## src/rtl/gsr_pkg.sv

```systemverilog
// Shared constants and types for the serial gain register.
// Assumes nothing beyond the synthesizable subset.
package gsr_pkg;
    localparam int LANE_CSN  = 0;
    localparam int LANE_SCLK = 1;
    localparam int LANE_SDI  = 2;
    localparam int NUM_LANES = 3;

    typedef struct packed {
        logic rise;
        logic fall;
    } edge_t;
endpackage

```

## src/rtl/gsr_sync.sv

```systemverilog
// Multi-stage synchronizer for a bundle of asynchronous inputs.
// Assumes each lane is stable for several system clocks per change.
module gsr_sync #(
    parameter int          W       = 3,
    parameter int          STAGES  = 2,
    parameter logic [W-1:0] RST_VAL = '0
) (
    input  logic         clk,
    input  logic         rst_n,
    input  logic [W-1:0] d,
    output logic [W-1:0] q
);
    logic [W-1:0] stg [STAGES];

    for (genvar s = 0; s < STAGES; s++) begin : g_stage
        if (s == 0) begin : g_first
            // first flop captures the asynchronous lanes
            always_ff @(posedge clk) begin
                if (!rst_n) stg[s] <= RST_VAL;
                else        stg[s] <= d;
            end
        end else begin : g_next
            // later flops settle any metastability
            always_ff @(posedge clk) begin
                if (!rst_n) stg[s] <= RST_VAL;
                else        stg[s] <= stg[s-1];
            end
        end
    end

    assign q = stg[STAGES-1];
endmodule

```

## src/rtl/gsr_edge.sv

```systemverilog
// Rise/fall detector for one synchronized level.
// Assumes the input is already in the clk domain.
module gsr_edge #(
    parameter logic RST_VAL = 1'b0
) (
    input  logic           clk,
    input  logic           rst_n,
    input  logic           lvl,
    output gsr_pkg::edge_t ev
);
    logic prev;

    // remember last level for edge comparison
    always_ff @(posedge clk) begin
        if (!rst_n) prev <= RST_VAL;
        else        prev <= lvl;
    end

    assign ev.rise = lvl & ~prev;
    assign ev.fall = ~lvl & prev;
endmodule

```

## src/rtl/gsr_shift.sv

```systemverilog
// Frame shift register with a registered chain output.
// Shifts din in at LSB on shift_en; sdo shows the MSB, refreshed on out_en.
// Assumes shift_en and out_en are never high in the same cycle.
module gsr_shift #(
    parameter int FRAME_W = 16
) (
    input  logic               clk,
    input  logic               rst_n,
    input  logic               shift_en,
    input  logic               out_en,
    input  logic               din,
    output logic [FRAME_W-1:0] frame_o,
    output logic               sdo_o
);
    logic [FRAME_W-1:0] sr;

    // move one bit in on each qualified serial clock rise
    always_ff @(posedge clk) begin
        if (!rst_n)        sr <= '0;
        else if (shift_en) sr <= {sr[FRAME_W-2:0], din};
    end

    // present the oldest bit after select fall or serial clock fall
    always_ff @(posedge clk) begin
        if (!rst_n)      sdo_o <= 1'b0;
        else if (out_en) sdo_o <= sr[FRAME_W-1];
    end

    assign frame_o = sr;
endmodule

```

## src/rtl/gsr_hold.sv

```systemverilog
// Per-channel gain holding registers with a one-cycle update strobe.
// Channel 0 takes the first-sent (most significant) slice of the frame.
// Assumes load is a single-cycle pulse.
module gsr_hold #(
    parameter int CODE_W = 8,
    parameter int NUM_CH = 2,
    localparam int FRAME_W = CODE_W * NUM_CH
) (
    input  logic                           clk,
    input  logic                           rst_n,
    input  logic                           load,
    input  logic [FRAME_W-1:0]             frame,
    output logic [NUM_CH-1:0][CODE_W-1:0]  gains_o,
    output logic                           upd_o
);
    for (genvar k = 0; k < NUM_CH; k++) begin : g_ch
        localparam int HI = FRAME_W - 1 - k * CODE_W;
        // capture this channel's slice on select release
        always_ff @(posedge clk) begin
            if (!rst_n)    gains_o[k] <= '0;
            else if (load) gains_o[k] <= frame[HI -: CODE_W];
        end
    end

    // strobe marks the cycle the new codes appear
    always_ff @(posedge clk) begin
        if (!rst_n) upd_o <= 1'b0;
        else        upd_o <= load;
    end
endmodule

```

## src/rtl/serial_gain_reg.sv

```systemverilog
// Daisy-chainable serial gain register, top level.
// Synchronizes select, serial clock and data; shifts on serial clock rise
// while selected; drives chain output after falls; applies codes on select rise.
// Assumes clk is at least 4x the serial clock rate.
module serial_gain_reg #(
    parameter int CODE_W      = 8,
    parameter int SYNC_STAGES = 2
) (
    input  logic              clk,
    input  logic              rst_n,
    input  logic              cs_n_i,
    input  logic              sclk_i,
    input  logic              sdi_i,
    output logic              sdo_o,
    output logic              sdo_oe_o,
    output logic [CODE_W-1:0] gain_right_o,
    output logic [CODE_W-1:0] gain_left_o,
    output logic              update_o
);
    import gsr_pkg::*;

    localparam int NUM_CH  = 2;
    localparam int FRAME_W = NUM_CH * CODE_W;
    localparam logic [NUM_LANES-1:0] SYNC_RST = NUM_LANES'(1) << LANE_CSN;

    logic [NUM_LANES-1:0]          raw_in, syn;
    edge_t                         cs_ev, sclk_ev;
    logic                          selected;
    logic                          sclk_rise_ev, sclk_fall_ev, cs_fall_ev;
    logic [FRAME_W-1:0]            frame;
    logic [NUM_CH-1:0][CODE_W-1:0] gains;

    always_comb begin
        raw_in            = '0;
        raw_in[LANE_CSN]  = cs_n_i;
        raw_in[LANE_SCLK] = sclk_i;
        raw_in[LANE_SDI]  = sdi_i;
    end

    gsr_sync #(.W(NUM_LANES), .STAGES(SYNC_STAGES), .RST_VAL(SYNC_RST)) u_sync (
        .clk(clk), .rst_n(rst_n), .d(raw_in), .q(syn)
    );

    gsr_edge #(.RST_VAL(1'b1)) u_cs_edge (
        .clk(clk), .rst_n(rst_n), .lvl(syn[LANE_CSN]), .ev(cs_ev)
    );

    gsr_edge #(.RST_VAL(1'b0)) u_sclk_edge (
        .clk(clk), .rst_n(rst_n), .lvl(syn[LANE_SCLK]), .ev(sclk_ev)
    );

    assign selected     = ~syn[LANE_CSN];
    assign sclk_rise_ev = sclk_ev.rise & selected;
    assign sclk_fall_ev = sclk_ev.fall & selected;
    assign cs_fall_ev   = cs_ev.fall;

    gsr_shift #(.FRAME_W(FRAME_W)) u_shift (
        .clk(clk), .rst_n(rst_n),
        .shift_en(sclk_rise_ev),
        .out_en(sclk_fall_ev | cs_fall_ev),
        .din(syn[LANE_SDI]),
        .frame_o(frame),
        .sdo_o(sdo_o)
    );

    gsr_hold #(.CODE_W(CODE_W), .NUM_CH(NUM_CH)) u_hold (
        .clk(clk), .rst_n(rst_n),
        .load(cs_ev.rise),
        .frame(frame),
        .gains_o(gains),
        .upd_o(update_o)
    );

    assign sdo_oe_o     = selected;
    assign gain_right_o = gains[0];
    assign gain_left_o  = gains[1];
endmodule

```

## config.mk

```make
export PLATFORM = sky130hd
export DESIGN_NAME = serial_gain_reg
export DESIGN_NICKNAME = d
export VERILOG_FILES = /design/src/rtl/gsr_pkg.sv /design/src/rtl/gsr_sync.sv /design/src/rtl/gsr_edge.sv /design/src/rtl/gsr_shift.sv /design/src/rtl/gsr_hold.sv /design/src/rtl/serial_gain_reg.sv
export SDC_FILE = /design/constraint.sdc
export NUM_CORES = 1
export LEC_CHECK = 0
export BUFFER_PORTS_ARGS = -buffer_cell sky130_fd_sc_hd__buf_2
export CAP_MARGIN = 20
export CORE_UTILIZATION = 54
export DETAILED_ROUTE_END_ITERATION = 7
export PLACE_DENSITY = 0.77
export SLEW_MARGIN = 20
export SYNTH_ARGS = -nofsm -noshare
export SYNTH_HDL_FRONTEND = slang
export SYNTH_SLANG_ARGS = --single-unit
```

## constraint.sdc

```tcl
create_clock -name clk -period 1.7 [get_ports clk]
set_input_delay 0.51 -clock clk [delete_from_list [all_inputs] [get_ports clk]]
set_output_delay 0.51 -clock clk [all_outputs]
set_load 0.02 [all_outputs]
```

==> results of run 1 <==
[final timing paths]
path | startpoint | end | slack, ns | depth (start not counted)
worst max-delay path | u_sync.stg[1][0] | sdo_oe_o | 0.13 | 2
worst min-delay path | cs_n_i | u_sync.stg[0][0] | 0.34 | 2
worst max register to register | u_sync.stg[1][0] | u_shift.frame_o[13] | 0.35 | 3
worst min register to register | u_sync.stg[0][0] | u_sync.stg[1][0] | 0.43 | 1
[stage by stage]
stage / instances / cell area (um2)
after detailed placement: 214 / 1640
final: 222 / 1750
after CTS: 222 / 1750
after global placement: 214 / 1640
after global routing: 222 / 1750
after floorplan: 168 / 1520
[cells in the mapped netlist, drive strengths merged]
| master | number | area share |
|---|---|---|
| dfxtp | 42 | 0.55 |
| nor2b | 2 | 0.0082 |
| or3b | 1 | 0.0058 |
| clkbuf | 5 | 0.013 |
| and2 | 6 | 0.025 |
| a21boi | 32 | 0.16 |
| nand2b | 3 | 0.012 |
| nor3b | 1 | 0.012 |
| nand2 | 67 | 0.17 |
| o21ai | 1 | 0.0033 |
| mux2i | 1 | 0.0066 |
| inv | 1 | 0.0025 |
| buf | 6 | 0.034 |
[critical path, stage by stage (launching register included)]
cell and delay (ns):
dfxtp_1 0.45, inv_1 0.10, buf_2 0.17
[kinds of logic after synthesis]
kind of cell / after synthesis
DFF: 42
AOI/OAI and AO/OA: 33
buffers and inverters: 12
and+or+nand+nor: 80
muxes: 1
[power by group]
| group | total [mW] | internal, mW | leakage [nW] | switching, mW |
|---|---|---|---|---|
| logic | 0.0516 | 0.0259 | 0.288 | 0.0257 |
| registers | 0.997 | 0.992 | 0.340 | 0.00471 |
| clock network | 0.810 | 0.498 | 0.0585 | 0.312 |
| total | 1.86 | 1.52 | 0.686 | 0.343 |
[cell type report]
cell class / count / area share
Inverter: 1 / 0.00214
Clock inverter: 2 / 0.0342
Multi-Input combinational cell: 114 / 0.344
Clock buffer: 6 / 0.0292
Sequential cell: 42 / 0.479
Tap cell: 30 / 0.0214
Timing Repair Buffer: 27 / 0.0899
[state kept, by name, summed over array words and instances, names as in the netlist]
name              cells
u_sclk_edge.prev      1
u_hold.upd_o          1
u_sync.stg            6
u_shift.frame_o      16
u_cs_edge.prev        1
u_hold.gains_o       16
u_shift.sdo_o         1
[layer usage]
layer	vias to the layer above	global-route usage
met3	7	0.0601
met1	495	0.241
met5	-	0
met2	21	0.329
li1	583	-
met4	0	0.146
==> run metrics, run 1 <==
YS warnings=0; Sink Count=42; Synthesized Nets=173; f_max=638 MHz; status=finished, final reports clean; die area=0.00303 mm2; Seq/Total Area, Yosys=0.554; main combinational cell family by area after synthesis=simple AND/OR/NAND/NOR gates; core outline area=0.00257 mm2; hold buffers post-CTS=0; Worst setup EP type=output port; top layer used by detailed routing=met4; Skew-Pair Late Insertion Delay=0.35 ns; Pleak=0.686 nW; CTS-repair resized insts=0; worst-margin pin slew=0.522 ns; floorplan row count=18; TNS Setup=0 ns; final hold vios=0; adder-cell share of the synthesized area=0; mapped cell area=approximately 0.0015 mm2; postcts setup bufs=0; Hold Crit Class=input pin to flip-flop; CTS tree=yes; DR vias/cell=4.98; routed wire length=2440 um; Max rail drop VDD=900 uV; final setup margin=0.132 ns; Metal-1 WL=1180 um; RSZ-0062 raised after global routing=no; WL per Instance=about 11 um; initial antenna violation count=0; WL met2=1120 um; # H-tree levels=2; first-pass GRT wire length=4300 um; Worst Skew=around 0.0084 ns; DRC viols=0; die width=55.0 um; Slew headroom=0.652; # setup viols final=0; final RePlAce weighted congestion=just over 0.7; # fillers=228; share of layout cells above drive strength 1=0.188; fin nets=196; required time worst endpoint=1.19 ns; Compound-Gate Fraction of Synth Area=0.161; Mapped Cells=168; #FFs+latches synth=between 40 and 50; vias=~1100; GRT Overall Usage=0.209; Met3 Wirelength=85 um; most common cell after layout, fill and taps aside=nand2_1; Initial DRT Pass Iterations=2; Initial Util=0.592; Final Core Density=0.683; area grow syn2layout=15.5%; Num CTS Buffers=5; Root Driver=clkbuf_4; mux contribution to synthesized area=0.00659; total gr overflow=0; Pwr Total=1.86 mW; Synth Area in Simple Gates=0.229; vias in the first global route=slightly above 1000; Final Critical Period=1.57 ns; XOR/XNOR Fraction of Synth Area=0; Clock transition at path regs=0.11 ns; Port Buffers=23; largest net degree at the start of global routing=25; FF+latch area=between 800 and 900 um2; commonest non-fill, non-tap cells in the layout=67 x nand2_1, 42 x dfxtp_1, 23 x buf_2; startpoint class of the critical path=flip-flop; Max clock buf depth=2; io pins=24; synthesized area per cell=9.04 um2; Crit Path Class=flip-flop to output port; critical path fanouts, max=5; DRT iter0 DRCs=16; multi-input logic area=603 um2; Routed Antenna Nets=0; Post-Place Worst Slack=~0.37 ns; power density cells=about 1100 mW/mm2; Slew Limit Fails=0; ANT cells=0; worst hold slack=about 0.34 ns; fin crit share=0.922; Distinct cells, synth=17; Die Height=55.0 um; Max-Cap Viols=0; hpwl dp=1600 um; worst path arrival time=1.06 ns
(Power assumes the default switching activity.)
==> run 2, diff against run 1 <==
--- a/config.mk
+++ b/config.mk
@@ -7,10 +7,11 @@
 export LEC_CHECK = 0
 export BUFFER_PORTS_ARGS = -buffer_cell sky130_fd_sc_hd__buf_2
 export CAP_MARGIN = 20
-export CORE_UTILIZATION = 54
+export CORE_UTILIZATION = 49
 export DETAILED_ROUTE_END_ITERATION = 7
-export PLACE_DENSITY = 0.77
+export PLACE_DENSITY = 0.73
 export SLEW_MARGIN = 20
 export SYNTH_ARGS = -nofsm -noshare
 export SYNTH_HDL_FRONTEND = slang
 export SYNTH_SLANG_ARGS = --single-unit
+export TNS_END_PERCENT = 50
==> constraint.sdc (replaced) <==
create_clock -name clk -period 1.3 [get_ports clk]
set_input_delay 0.39 -clock clk [delete_from_list [all_inputs] [get_ports clk]]
set_output_delay 0.39 -clock clk [all_outputs]
set_load 0.02 [all_outputs]
==> run 2 against run 1 <==
Effect of this change:
- the flow now finishes with violations (design-rule violations)
- sequential power rose by 30%
- register-to-register slack got worse by 0.26 ns
- cell count rose by 1.8%
- sequential cell count did not move
- count of clock-buffer cells in the layout rose by 1
- combinational power rose by 45%
- first-iteration DRC count rose by 63%
- setup slack got worse by 0.098 ns
- worst hold slack got worse by 0.12 ns
- wire length rose by 1.4%
- clock power fell by 18%
- non-clock buffer count rose by 3
- highest routed layer unchanged
==> run metrics, run 2 (same netlist as run 1, synthesis figures left out) <==
status=complete, but fails checks; failing checks=design-rule violations; Initial DRT Pass Iterations=6 (+4); Layout Cells excl Fill=226 (+1.8%); total gr overflow=0 (unchanged); WL per Instance=11.0 um (-0.36%); DR vias/cell=4.88 (-1.9%); hpwl dp=1650 um (+2.9%); Slew Limit Fails=0 (unchanged); power density cells=1150 mW/mm2 (+8.4%); area grow syn2layout=17.0%; GRT Overall Usage=0.179 (-0.0298); final setup margin=0.0339 ns (-0.0982 ns); die area=0.00333 mm2 (+9.8%); worst path arrival time=0.88 ns (-0.18 ns); Max clock buf depth=2 (unchanged); fin crit share=0.974; Pleak=0.681 nW (-0.84%); Post-Place Worst Slack=0.0161 ns (-0.350 ns); hold buffers post-CTS=0 (unchanged); CP max stage cell=dfxtp_4; worst hold slack=0.218 ns (-0.121 ns); io pins=24 (unchanged); floorplan row count=19 (+1); # H-tree levels=2 (unchanged); # setup viols final=0 (unchanged); Max-Cap Viols=0 (unchanged); required time worst endpoint=0.91 ns (-0.28 ns); Reg2Reg Setup Slack=0.09 ns (-0.26 ns); DRT iter0 DRCs=26 (+10); initial antenna violation count=0 (unchanged); critical path fanouts, max=3 (-2); final hold vios=0 (unchanged); Worst Skew=0.00679 ns (-0.00164 ns); commonest non-fill, non-tap cells in the layout=67 x nand2_1, 39 x dfxtp_1, 18 x a21boi_0; Worst setup EP type=output port; vias in the first global route=1024 (-0.098%); share of layout cells above drive strength 1=0.221 (+0.0330); Initial Util=0.532 (-0.0592); placed cells=217 (+1.4%); ANT cells=0 (unchanged); Final Critical Period=1.27 ns; Max rail drop VDD=832 uV (-7.5%); Slew headroom=0.868 (+0.217); Routed Antenna Nets=0 (unchanged); Hold Crit Class=input pin to flip-flop; startpoint class of the critical path=flip-flop; fin nets=199 (+1.5%); f_max=790 MHz; final RePlAce weighted congestion=0.698 (-2.5%); worst-margin pin slew=0.195 ns (-0.327 ns); most common cell after layout, fill and taps aside=nand2_1; routed wire length=2480 um (+1.4%); vias=1104 (-0.18%); Final Core Density=0.623 (-0.0604); Critical Path Max Stage Delay=0.38 ns (-0.07 ns); worst path cell trace=inv_4 -> buf_6; Crit Path Class=flip-flop to output port; Num CTS Buffers=5 (unchanged); Die Height=57.7 um (+4.8%); DRC viols=1 (+1); Port Buffers=23 (unchanged); first-pass GRT wire length=4380 um (+1.9%); core outline area=0.00285 mm2 (+11%); Sink Count=42 (unchanged); Clock transition at path regs=0.11 ns (about the same); die width=57.7 um (+4.8%); CTS tree=yes; Skew-Pair Late Insertion Delay=0.35 ns (about the same); RSZ-0062 raised after global routing=yes; Root Driver=clkbuf_4; largest net degree at the start of global routing=23 (-8.0%)
[run 2: cell types whose count changed in the layout (fill, tap and decap cells not counted), sizes merged]
cell | previous run | this run
buf | 27 | 30
bufinv | 2 | 0
clkbuf | 6 | 7
clkinv | 0 | 1
[run 2: worst max-delay path, delay by kind of cell (launching register included)]
kind     cells  cell delay, ns
flops        1            0.38
buf+inv      2            0.15
[run 2: final timing paths]
check / depth (start not counted) / from / endpoint
setup reg to reg: 5 / u_sync.stg[1][0] / u_shift.frame_o[0]
hold / removal: 2 / cs_n_i / u_sync.stg[0][0]
hold reg to reg: 1 / u_sync.stg[0][0] / u_sync.stg[1][0]
setup / recovery: 2 / u_sync.stg[1][0] / sdo_oe_o
[run 2: report_power, final]
group	switching, mW	internal, mW	leakage, nW
combinational	0.0354	0.0395	0.305
sequential	0.00588	1.30	0.341
clock	0.402	0.262	0.0353
total	0.443	1.60	0.681
[run 2: repair_timing]
action / 4_1_cts / 5_1_grt
pin swaps: 0 / 0
resized for setup: 6 / 16
endpoints found under the setup margin: 3 / 34
setup buffers: 2 / 0
[run 2: area by class of cell]
cell class	instances	area, um2
fill	250	1080
sequential	42	847
multi-input combinational	114	606
timing repair buffer	30	219
clock buffer	7	55.1
tap	31	38.8
inverter	1	6.26
clock inverter	1	5.00
[run 2: routing by layer]
layer  vias up  track usage  wire length, um  part of all wire
met5         -            0                0                 0
met4         0       0.0850               53             0.021
met3         6       0.0826              114             0.046
met2        22        0.296             1230              0.50
met1       495        0.195             1080              0.44
li1        581            -                -                 -
[run 2: stage by stage]
stage	power, mW	instance area, um2	TNS, ns
floorplan	1.38	1520	0
global placement	1.40	1660	0
detailed placement	1.40	1660	0
CTS	2.07	1750	-0.0561
global route	2.14	1780	-0.0271
finish	2.04	1780	0
==> run 3, diff against run 2 <==
--- a/config.mk
+++ b/config.mk
@@ -7,9 +7,11 @@
 export LEC_CHECK = 0
 export BUFFER_PORTS_ARGS = -buffer_cell sky130_fd_sc_hd__buf_2
 export CAP_MARGIN = 20
-export CORE_UTILIZATION = 49
+export CORE_UTILIZATION = 58
 export DETAILED_ROUTE_END_ITERATION = 7
-export PLACE_DENSITY = 0.73
+export GPL_TIMING_DRIVEN = 0
+export PLACE_DENSITY = 0.81
+export REMOVE_ABC_BUFFERS = 1
 export SLEW_MARGIN = 20
 export SYNTH_ARGS = -nofsm -noshare
 export SYNTH_HDL_FRONTEND = slang
==> constraint.sdc (replaced) <==
create_clock -name clk -period 1.5 [get_ports clk]
set_input_delay 0.45 -clock clk [delete_from_list [all_inputs] [get_ports clk]]
set_output_delay 0.45 -clock clk [all_outputs]
set_load 0.02 [all_outputs]
==> run 3 against run 2 <==
Effect of this change:
- the run now ends clean
- final area fell by 5.9%
- combinational power decreased by 32%
- register-to-register slack improved by 0.07 ns
- cell count fell by 3.5%
- via count down 1.0%
- worst hold slack better by 0.077 ns
- utilization is 5.2 points higher
- non-clock buffer count decreased by 7
- clock power is 15% lower
- largest power group unchanged
==> run metrics, run 3 (same netlist as run 1, synthesis figures left out) <==
worst-case reg-to-reg path depth=3 (-2); Flop pwr share=0.648 (+0.010); ANT cells=0 (unchanged); Crit path depth=2 (unchanged); io pins=24 (unchanged); P_sw=0.369 mW (-17%); share of layout cells above drive strength 1=0.176 (-0.0450); Layout Cells excl Fill=218 (-3.5%); Max rail drop VDD=950 uV (+14%); clock network fraction of total power=0.323 (-0.002); startpoint class of the critical path=flip-flop; # fillers=214 (-14%); total gr overflow=0 (unchanged); # H-tree levels=2 (unchanged); DRT iter0 DRCs=19 (-27%); postcts setup bufs=0 (-2); Final Critical Period=1.41 ns; Post-Place Worst Slack=-0.228 ns (-0.244 ns); placed cells=210 (-3.2%); Reg2Reg Setup Slack=0.16 ns (+0.07 ns); Die Height=53.2 um (-7.8%); Max clock buf depth=2 (unchanged); Initial DRT Pass Iterations=4 (-2); M2 GR Usage=0.304 (+0.00812); final setup margin=0.0882 ns (+0.0542 ns); power density cells=1040 mW/mm2 (-9.2%); worst-margin pin slew=0.622 ns (+0.427 ns); Slew headroom=0.585 (-0.284); M3 GR Usage=0.0661 (-0.0165); most common cell after layout, fill and taps aside=nand2_1; Pwr Total=1.74 mW (-15%); core outline area=0.00248 mm2 (-13%); fin crit share=0.941; Worst setup EP type=output port; combinational power share=0.029 (-0.008); GRT Overall Usage=0.188 (+0.00975); Slew Limit Fails=0 (unchanged); CTS tree=yes; vias=1093 (-1.0%); Num CTS Buffers=5 (unchanged); routed wire length=2350 um (-5.4%); worst path cell trace=inv_1 -> buf_2; floorplan row count=18 (-1); Port Buffers=23 (unchanged); busiest grt layer=met2; die width=53.2 um (-7.8%); Worst Skew=0.00892 ns (+0.00213 ns); largest net degree at the start of global routing=44 (+91%); Net Sw Frac=0.211 (-0.00560); worst hold path endpoint=u_sync.stg[0][0]; RSZ-0062 raised after global routing=no; Critical Path Max Stage Delay=0.38 ns (about the same); Sink Count=42 (unchanged); final RePlAce weighted congestion=0.710 (+1.7%); Initial Util=0.613 (+0.0807); hpwl dp=1490 um (-9.6%); initial antenna violation count=0 (unchanged); DR vias/cell=5.01 (+2.6%); Hold Crit Class=input pin to flip-flop; Crit Path Class=flip-flop to output port; die area=0.00283 mm2 (-15%); Internal=1.37 mW (-14%); fin nets=192 (-3.5%); area grow syn2layout=10.0%; required time worst endpoint=1.05 ns (+0.14 ns); vias in the first global route=910 (-11%); met1 usage=0.215 (+0.0195); FF-to-FF End=u_shift.frame_o[12]; DRC viols=0 (-1); Pleak=0.647 nW (-5.0%); reg2reg start=u_sync.stg[1][0]; status=finished, final reports clean; CP max stage cell=dfxtp_4; Routed Antenna Nets=0 (unchanged); TNS Setup=0 ns (unchanged); Hold Crit Depth=2 (unchanged); # setup viols final=0 (unchanged); Clock transition at path regs=0.11 ns (about the same); worst path arrival time=0.96 ns (+0.08 ns); Top delay family on crit path=flip-flops; Root Driver=clkbuf_4; CP bufs+invs=2 (unchanged); final hold vios=0 (unchanged); f_max=708 MHz; Skew-Pair Late Insertion Delay=0.34 ns (about the same); first-pass GRT wire length=3750 um (-14%); commonest non-fill, non-tap cells in the layout=67 x nand2_1, 41 x dfxtp_1, 23 x buf_2; Hold Crit Start=cs_n_i; critical path fanouts, max=5 (+2); Max-Cap Viols=0 (unchanged); WL per Instance=10.8 um (-1.9%)
==> run 3: cell type report <==
| class | count | area (um2) | area share |
|---|---|---|---|
| Clock buffer | 7 | 55.1 | 0.0329 |
| Clock inverter | 1 | 5.00 | 0.00299 |
| Inverter | 1 | 3.75 | 0.00225 |
| Multi-Input combinational cell | 114 | 611 | 0.365 |
| Sequential cell | 42 | 845 | 0.505 |
| Tap cell | 30 | 37.5 | 0.0225 |
| Timing Repair Buffer | 23 | 115 | 0.0689 |
==> run 3: routing by layer <==
layer  wire length (um)  up-vias
met4                 48        0
li1                   -      570
met3                 91        8
met2               1120       21
met1               1090      494
met5                  0        -
==> run 3: worst max-delay path by stage <==
stage | start | end | slack [ns]
3_3_place_gp | u_sync.stg[1][0] | u_hold.gains_o[4] | -0.20
4_1_cts | u_sync.stg[1][0] | sdo_oe_o | 0.005
3_5_place_dp | u_sync.stg[1][0] | u_hold.gains_o[4] | -0.23
6_report | u_sync.stg[1][0] | sdo_oe_o | 0.09
2_1_floorplan | u_sync.stg[1][0] | u_hold.gains_o[10] | 0.17
5_1_grt | u_sync.stg[1][0] | sdo_oe_o | 0.01
==> run 3: timing repair <==
action / CTS / global route
hold buffers: 0 / 0
cloned: 0 / 0
setup endpoints to repair: 17 / 17
resized for setup: 1 / 3
pin swaps: 0 / 0
==> run 3: stage by stage <==
| stage | utilization | hold slack, ns | cell area, um2 |
|---|---|---|---|
| 6_report | 0.675 | 0.294 | 1670 |
| 5_1_grt | 0.675 | 0.266 | 1670 |
| 4_1_cts | 0.671 | 0.283 | 1660 |
| 3_5_place_dp | 0.646 | 0.411 | 1600 |
| 3_3_place_gp | 0.646 | 0.395 | 1600 |
| 2_1_floorplan | - | 0.386 | 1450 |
==> run 3: power by group through the flow <==
stage / registers (mW) / clock network, mW / logic (mW)
after global routing: 1.13 / 0.636 / 0.0559
after CTS: 1.13 / 0.586 / 0.0511
after global placement: 1.15 / 0 / 0.0503
after detailed placement: 1.15 / 0 / 0.0508
final: 1.13 / 0.563 / 0.0508
after floorplan: 1.15 / 0 / 0.0276
